### config.mk
export PLATFORM = sky130hd
export DESIGN_NAME = hs_chirp_negotiator
export DESIGN_NICKNAME = d
export VERILOG_FILES = /design/src/rtl/hsneg_pkg.sv /design/src/rtl/hsneg_sync.sv /design/src/rtl/hsneg_hold.sv /design/src/rtl/hsneg_fsm.sv /design/src/rtl/hs_chirp_negotiator.sv
export SDC_FILE = /design/constraint.sdc
export NUM_CORES = 1
export LEC_CHECK = 0
export BUFFER_PORTS_ARGS = -buffer_cell sky130_fd_sc_hd__buf_2
export CAP_MARGIN = 15
export CORE_AREA = 2 2 92 94
export CTS_CLUSTER_DIAMETER = 60
export DETAILED_ROUTE_END_ITERATION = 8
export DIE_AREA = 0 0 94 96
export MAX_ROUTING_LAYER = met4
export PLACE_DENSITY = 0.74
export SYNTH_ARGS = -nofsm -noshare
export SYNTH_HDL_FRONTEND = slang
export SYNTH_SLANG_ARGS = --single-unit
### constraint.sdc
create_clock -name clk -period 2.1 [get_ports clk]
set_clock_uncertainty 0.2 [all_clocks]
set_input_delay 0 -clock clk [delete_from_list [all_inputs] [get_ports clk]]
set_output_delay 0 -clock clk [all_outputs]
set_load 0.005 [all_outputs]
### src/rtl/hsneg_pkg.sv
package hsneg_pkg;
   typedef enum logic [2:0] {
      ST_HS_RUN  = 3'd0,
      ST_REVERT  = 3'd1,
      ST_SUSPEND = 3'd2,
      ST_CHIRP   = 3'd3,
      ST_HUB_K   = 3'd4,
      ST_HUB_J   = 3'd5,
      ST_FS_DONE = 3'd6
   } neg_state_e;

   // bit positions inside the synchronized line vector
   localparam int LINE_W  = 4;
   localparam int LN_SE0  = 0;
   localparam int LN_IDLE = 1;
   localparam int LN_K    = 2;
   localparam int LN_J    = 3;

   function automatic logic in_hub_phase(neg_state_e s);
      return (s == ST_HUB_K) || (s == ST_HUB_J);
   endfunction
endpackage

### src/rtl/hsneg_sync.sv
module hsneg_sync #(
   parameter int W      = 4,
   parameter int STAGES = 2
) (
   input  logic         clk,
   input  logic         rst,
   input  logic [W-1:0] d,
   output logic [W-1:0] q
);
   generate
      for (genvar b = 0; b < W; b++) begin : g_bit
         logic [STAGES-1:0] stg;
         always_ff @(posedge clk) begin
            if (rst) stg <= '0;
            else     stg <= {stg[STAGES-2:0], d[b]};
         end
         assign q[b] = stg[STAGES-1];
      end
   endgenerate
endmodule

### src/rtl/hsneg_hold.sv
module hsneg_hold #(
   parameter int HOLD = 4
) (
   input  logic clk,
   input  logic rst,
   input  logic en,
   input  logic lvl,
   output logic held
);
   localparam int CW = $clog2(HOLD + 1);
   localparam logic [CW-1:0] HOLD_C = CW'(HOLD);

   logic [CW-1:0] cnt;

   always_ff @(posedge clk) begin
      if (rst || !(en && lvl)) cnt <= '0;
      else if (cnt != HOLD_C)  cnt <= cnt + 1'b1;
   end

   assign held = en && (cnt == HOLD_C);
endmodule

### src/rtl/hsneg_fsm.sv
module hsneg_fsm
   import hsneg_pkg::*;
#(
   parameter int T_SAMPLE = 20,
   parameter int T_CHIRP  = 30,
   parameter int T_WAIT   = 300,
   parameter int PAIRS    = 3
) (
   input  logic       clk,
   input  logic       rst,
   input  logic       se0_now,
   input  logic       idle_held,
   input  logic       se0_held,
   input  logic       k_held,
   input  logic       j_held,
   output neg_state_e state,
   output logic       done
);
   localparam int TMAX = (T_SAMPLE > T_CHIRP) ?
                         ((T_SAMPLE > T_WAIT) ? T_SAMPLE : T_WAIT) :
                         ((T_CHIRP  > T_WAIT) ? T_CHIRP  : T_WAIT);
   localparam int TW = $clog2(TMAX + 1);
   localparam int PW = $clog2(PAIRS + 1);
   localparam logic [TW-1:0] SAMPLE_END = TW'(T_SAMPLE - 1);
   localparam logic [TW-1:0] CHIRP_END  = TW'(T_CHIRP - 1);
   localparam logic [TW-1:0] WAIT_END   = TW'(T_WAIT - 1);
   localparam logic [PW-1:0] LAST_PAIR  = PW'(PAIRS - 1);

   neg_state_e state_q, state_d;
   logic [TW-1:0] tmr_q;
   logic [PW-1:0] pairs_q;
   logic          pairs_clr, pairs_inc, tmr_run, tmr_clr, finish;

   always_comb begin
      state_d   = state_q;
      pairs_clr = 1'b0;
      pairs_inc = 1'b0;
      finish    = 1'b0;
      unique case (state_q)
         ST_HS_RUN: begin
            if (idle_held) state_d = ST_REVERT;
         end
         ST_REVERT: begin
            if (tmr_q == SAMPLE_END) state_d = se0_now ? ST_CHIRP : ST_SUSPEND;
         end
         ST_SUSPEND: begin
            if (se0_held) state_d = ST_CHIRP;
         end
         ST_CHIRP: begin
            if (tmr_q == CHIRP_END) begin
               state_d   = ST_HUB_K;
               pairs_clr = 1'b1;
            end
         end
         ST_HUB_K: begin
            if (tmr_q == WAIT_END) begin
               state_d = ST_FS_DONE;
               finish  = 1'b1;
            end else if (k_held) begin
               state_d = ST_HUB_J;
            end
         end
         ST_HUB_J: begin
            if (j_held && (pairs_q == LAST_PAIR)) begin
               state_d = ST_HS_RUN;
               finish  = 1'b1;
            end else if (tmr_q == WAIT_END) begin
               state_d = ST_FS_DONE;
               finish  = 1'b1;
            end else if (j_held) begin
               state_d   = ST_HUB_K;
               pairs_inc = 1'b1;
            end
         end
         ST_FS_DONE: state_d = ST_FS_DONE;
         default:    state_d = ST_HS_RUN;
      endcase
   end

   assign tmr_run = (state_q == ST_REVERT) || (state_q == ST_CHIRP) || in_hub_phase(state_q);
   assign tmr_clr = (state_d != state_q) && !(in_hub_phase(state_d) && in_hub_phase(state_q));

   always_ff @(posedge clk) begin
      if (rst) begin
         state_q <= ST_HS_RUN;
         tmr_q   <= '0;
         pairs_q <= '0;
         done    <= 1'b0;
      end else begin
         state_q <= state_d;
         done    <= finish;
         if (tmr_clr)      tmr_q <= '0;
         else if (tmr_run) tmr_q <= tmr_q + 1'b1;
         if (pairs_clr)      pairs_q <= '0;
         else if (pairs_inc) pairs_q <= pairs_q + 1'b1;
      end
   end

   assign state = state_q;
endmodule

### src/rtl/hs_chirp_negotiator.sv
module hs_chirp_negotiator
   import hsneg_pkg::*;
#(
   parameter int SYNC_STAGES = 2,
   parameter int T_IDLE      = 375000,
   parameter int T_SAMPLE    = 60000,
   parameter int T_CHIRP     = 150000,
   parameter int T_FILT      = 300,
   parameter int T_WAIT      = 180000,
   parameter int PAIRS       = 3
) (
   input  logic clk,
   input  logic rst,
   input  logic bus_se0,
   input  logic bus_hs_idle,
   input  logic bus_chirp_k,
   input  logic bus_chirp_j,
   output logic hs_term_en,
   output logic fs_pullup_en,
   output logic chirp_k_tx,
   output logic hs_mode,
   output logic suspended,
   output logic neg_done
);
   generate
      if (SYNC_STAGES < 2) begin : g_bad_sync
         $error("hs_chirp_negotiator: SYNC_STAGES must be at least 2");
      end
      if (T_FILT < 1 || T_CHIRP < 1 || T_SAMPLE < 1 || T_IDLE < 1) begin : g_bad_time
         $error("hs_chirp_negotiator: every duration must be at least one tick");
      end
      if (PAIRS < 1) begin : g_bad_pairs
         $error("hs_chirp_negotiator: PAIRS must be at least 1");
      end
      if (T_WAIT <= 2 * PAIRS * T_FILT) begin : g_bad_wait
         $error("hs_chirp_negotiator: T_WAIT too short to collect PAIRS filtered pairs");
      end
   endgenerate

   logic [LINE_W-1:0] line_raw, line_s, flt_en, flt_held;
   neg_state_e        state;

   assign line_raw[LN_SE0]  = bus_se0;
   assign line_raw[LN_IDLE] = bus_hs_idle;
   assign line_raw[LN_K]    = bus_chirp_k;
   assign line_raw[LN_J]    = bus_chirp_j;

   hsneg_sync #(.W(LINE_W), .STAGES(SYNC_STAGES)) sync_i (
      .clk (clk),
      .rst (rst),
      .d   (line_raw),
      .q   (line_s)
   );

   assign flt_en[LN_SE0]  = (state == ST_SUSPEND);
   assign flt_en[LN_IDLE] = (state == ST_HS_RUN);
   assign flt_en[LN_K]    = (state == ST_HUB_K);
   assign flt_en[LN_J]    = (state == ST_HUB_J);

   generate
      for (genvar b = 0; b < LINE_W; b++) begin : g_flt
         localparam int HOLD_B = (b == LN_IDLE) ? T_IDLE : T_FILT;
         hsneg_hold #(.HOLD(HOLD_B)) hold_i (
            .clk  (clk),
            .rst  (rst),
            .en   (flt_en[b]),
            .lvl  (line_s[b]),
            .held (flt_held[b])
         );
      end
   endgenerate

   hsneg_fsm #(
      .T_SAMPLE (T_SAMPLE),
      .T_CHIRP  (T_CHIRP),
      .T_WAIT   (T_WAIT),
      .PAIRS    (PAIRS)
   ) fsm_i (
      .clk       (clk),
      .rst       (rst),
      .se0_now   (line_s[LN_SE0]),
      .idle_held (flt_held[LN_IDLE]),
      .se0_held  (flt_held[LN_SE0]),
      .k_held    (flt_held[LN_K]),
      .j_held    (flt_held[LN_J]),
      .state     (state),
      .done      (neg_done)
   );

   assign hs_term_en   = (state == ST_HS_RUN);
   assign hs_mode      = (state == ST_HS_RUN);
   assign fs_pullup_en = (state != ST_HS_RUN);
   assign chirp_k_tx   = (state == ST_CHIRP);
   assign suspended    = (state == ST_SUSPEND);
endmodule

==> key figures <==
Clocking
  – CTS root buf: clkbuf_8
  – CTS tree: yes
  – Clock tree buffer depth: 2
  – CTS H-tree depth: 3
  – CTS Sinks: 78
  – CTS buffer count: 9
  – Clk slew on worst S/H paths: 80 ps
  – Clk Latency, worst-skew pair: 350 ps

Final layout
  – P&R area growth vs syn: 23.26%
  – Multi-input logic area: 0.002293 mm²
  – Seq. cell area: 0.001572 mm²
  – Share of post-route cells with drive strength above 1: 19.88%
  – Finished Core Util: 59.78%
  – Layout Nets: 510
  – Final instance area: 0.004813 mm²
  – Antenna Diode Count: 0
  – Fill cells: 648

Logic synthesis
  – Ys Warns: 0
  – Post-synth top area share: 39.99%
  – Ranking of synthesized cells by area: dfxtp_1 (40%), xor2_1 (6.5%), nor2_1 (6.2%)
  – Mean Syn Cell Area: 8.895 µm²
  – Seq/Total Area, Yosys: 39.99%
  – Async set-reset flop share out of synthesis: 0%
  – Syn_nets: 455
  – EDFF count, synth: 0
  – Cell variety after synth: 57
  – Top FF cell, synth: dfxtp_1
  – Mapped Area: 0.003905 mm²
  – Area leader, netlist: dfxtp_1
  – Cell count after synthesis: 439
  – #FFs+latches synth: 78

Hold path
  – Worst Hold Class: reg2reg
  – Hold_sp: sync_i.g_bit[1].stg[0]

Place
  – IO Port Bufs: 11
  – Placer congestion estimate: 0.9044
  – Detailed placement HPWL: 5624 µm
  – Placed inst area: 0.004245 mm²

Timing
  – Setup WS post-layout: -62.50 ps
  – Slew headroom: 65.69%
  – Final setup viols: 17
  – RSZ-0062 raised after global routing: yes
  – Tightest Pin Transition: 510.5 ps
  – Final hold vios: 0
  – Final period util: 103.0%
  – Slew Limit Fails: 0
  – Fmax: 0.4624 GHz
  – Final min period: 2162 ps
  – Tightest hold margin: 233.2 ps

Setup path
  – Crit-path max FO: 18
  – Required @ worst endpoint: 2140 ps
  – Crit path kind: reg2reg
  – Startpoint Class: register
  – CP Data Arrival Time: 2200 ps
  – R2r startpoint: fsm_i.tmr_q[17]
  – CP endpoint kind: register
  – CP startpoint: fsm_i.tmr_q[17]
  – Worst R2R Setup Slack: -60 ps

Outcome
  – Failing checks: negative setup slack
  – Status: complete, but fails checks

Floorplanning
  – Num ports: 12
  – DIE HEIGHT: 96 µm
  – Initial Util: 48.50%
  – Core area: 0.008051 mm²
  – Die X: 94 µm
  – Die area: 0.009024 mm²
  – # rows: 33

Global routing
  – GRT Total Usage: 20.08%
  – Most used routing layer: met2
  – GR Layer Usage met1: 23.03%
  – Largest net degree at the start of global routing: 20
  – Initial antenna violation count: 0
  – Met3 GRT Util: 5.090%
  – First-pass GRT wire length: 13900 µm
  – Grt total ovfl: 0
  – Routing usage on met2: 34.29%
  – Vias in the first global route: 3141

Detailed routing
  – Final ANT Viol Nets: 0
  – Routed WL: 8650 µm
  – Vias per cell: 5.484
  – # DRC: 0
  – WL per Instance: 14.34 µm
  – Vias: 3307
  – Initial DRC count: 231
  – Router iterations before antenna repair: 4

Power
  – Peak supply drop: 0.0004303 V
  – Leak Pwr: 1.587 nW
  – PwrDens: 591.7 mW/mm²

Run
  – Max Cap Viol: 0
synthesized netlist by cell type (2+ instances only):
cell type and number:
a21oi_1 11, a311oi_1 19, a31oi_1 2, and2_0 2
and2_2 2, and3_1 3, and4_1 6, buf_4 2
buf_6 2, clkbuf_1 4, clkbuf_8 4, dfxtp_1 78
ha_1 10, inv_1 19, mux2i_1 2, nand2_1 33
nand3_1 30, nand3b_1 3, nand4_1 15, nand4b_1 2
nor2_1 65, nor2b_1 11, nor3_1 13, nor4_1 5
nor4bb_1 4, o21ai_0 3, o21bai_1 2, o31ai_1 2
or2_2 4, xnor2_1 26, xor2_1 29
state kept, by name, indices dropped and copies added (netlist names):
register,count
g_flt.hold_i.cnt,46
fsm_i.tmr_q,18
sync_i.g_bit.stg,8
fsm_i.state,3
fsm_i.pairs_q,2
fsm_i.done,1
report_power, final:
part	switching (mW)	internal (mW)
clock	0.531	0.782
combinational	0.0235	0.0262
sequential	0.00220	1.48
total	0.557	2.29
layout make-up:
cell class / count / share of cell area [%]
clock buffers: 9 / 2.573
clock inverters: 6 / 2.313
inverters: 19 / 1.482
multi-input cells: 329 / 47.65
flip-flops and latches: 78 / 32.65
well taps: 105 / 2.729
repair buffers: 57 / 10.61
kinds of logic (layout without fill, tap and decap cells):
family	count (synthesis)	count (layout)	share of synthesized area [%]
AND/OR/NAND/NOR	210	210	28.74
multiplexers	2	2	0.5127
adder cells (fa/ha/maj)	10	10	3.204
buffers and inverters	32	91	4.678
XOR/XNOR	55	55	12.34
flip-flops	78	78	39.99
AO/OA/AOI/OAI	52	52	10.54
worst paths after layout:
kind                            end  cells past startpoint
min reg2reg  sync_i.g_bit[1].stg[1]                      1
max                  fsm_i.tmr_q[8]                      6
min          sync_i.g_bit[1].stg[1]                      1
max reg2reg          fsm_i.tmr_q[8]                      6
timing repair:
action | in CTS | in global routing
pin swaps | 0 | 8
buffers inserted | 0 | 4
gates cloned | 0 | 3
resized for setup | 6 | 22
setup endpoints to repair | 18 | 18
hold buffers | 9 | 0
endpoints found under the hold margin | 13 | 0
cells in the final DEF, fill, tap and decap left out, drive strengths merged, types with 2 or more instances in the layout:
| cell | netlist | layout |
|---|---|---|
| o21ai | 3 | 3 |
| o31ai | 2 | 2 |
| nor4 | 5 | 5 |
| bufinv | 0 | 3 |
| nand3 | 30 | 30 |
| or2 | 4 | 4 |
| nor4bb | 4 | 4 |
| nor2b | 11 | 11 |
| inv | 19 | 19 |
| and2 | 4 | 4 |
| mux2i | 2 | 2 |
| xor2 | 29 | 29 |
| nand3b | 3 | 3 |
| and3 | 4 | 4 |
| a31oi | 2 | 2 |
| nand4b | 3 | 3 |
| clkinv | 0 | 2 |
| nor2 | 65 | 65 |
| nand2 | 33 | 33 |
| and4 | 7 | 7 |
| o211ai | 2 | 2 |
| xnor2 | 26 | 26 |
| ha | 10 | 10 |
| clkbuf | 8 | 11 |
| buf | 5 | 46 |
| dlygate4sd3 | 0 | 9 |
| a21oi | 11 | 11 |
| nor3 | 13 | 13 |
| dfxtp | 78 | 78 |
| nand4 | 16 | 16 |
| a311oi | 19 | 19 |
| o21bai | 2 | 2 |
| nor3b | 2 | 2 |
layer usage:
| layer | wire, µm | up-vias |
|---|---|---|
| met5 | 0 | - |
| met4 | 144 | 0 |
| met3 | 328 | 15 |
| met2 | 4424 | 57 |
| met1 | 3753 | 1575 |
| li1 | - | 1660 |
per-stage QoR:
stage          std cells  power, mW  setup WS (ps)  setup TNS (ps)
2_1_floorplan        439      1.546          22.92               0
3_3_place_gp         572      1.554          28.16               0
3_5_place_dp         572      1.554         -74.78          -908.5
4_1_cts              596      2.873          6.723               0
5_1_grt              603      2.947         -199.1           -1956
6_report             603      2.848         -62.50          -428.7
worst max-delay path, cell delays in order (launching register included):
cell and delay (ps):
dfxtp_1 410, nor4bb_2 370, nand2_1 190, o211ai_1 240
o211ai_2 150, buf_12 180, a311oi_1 310
No activity file was read; power rests on OpenSTA's default activity.
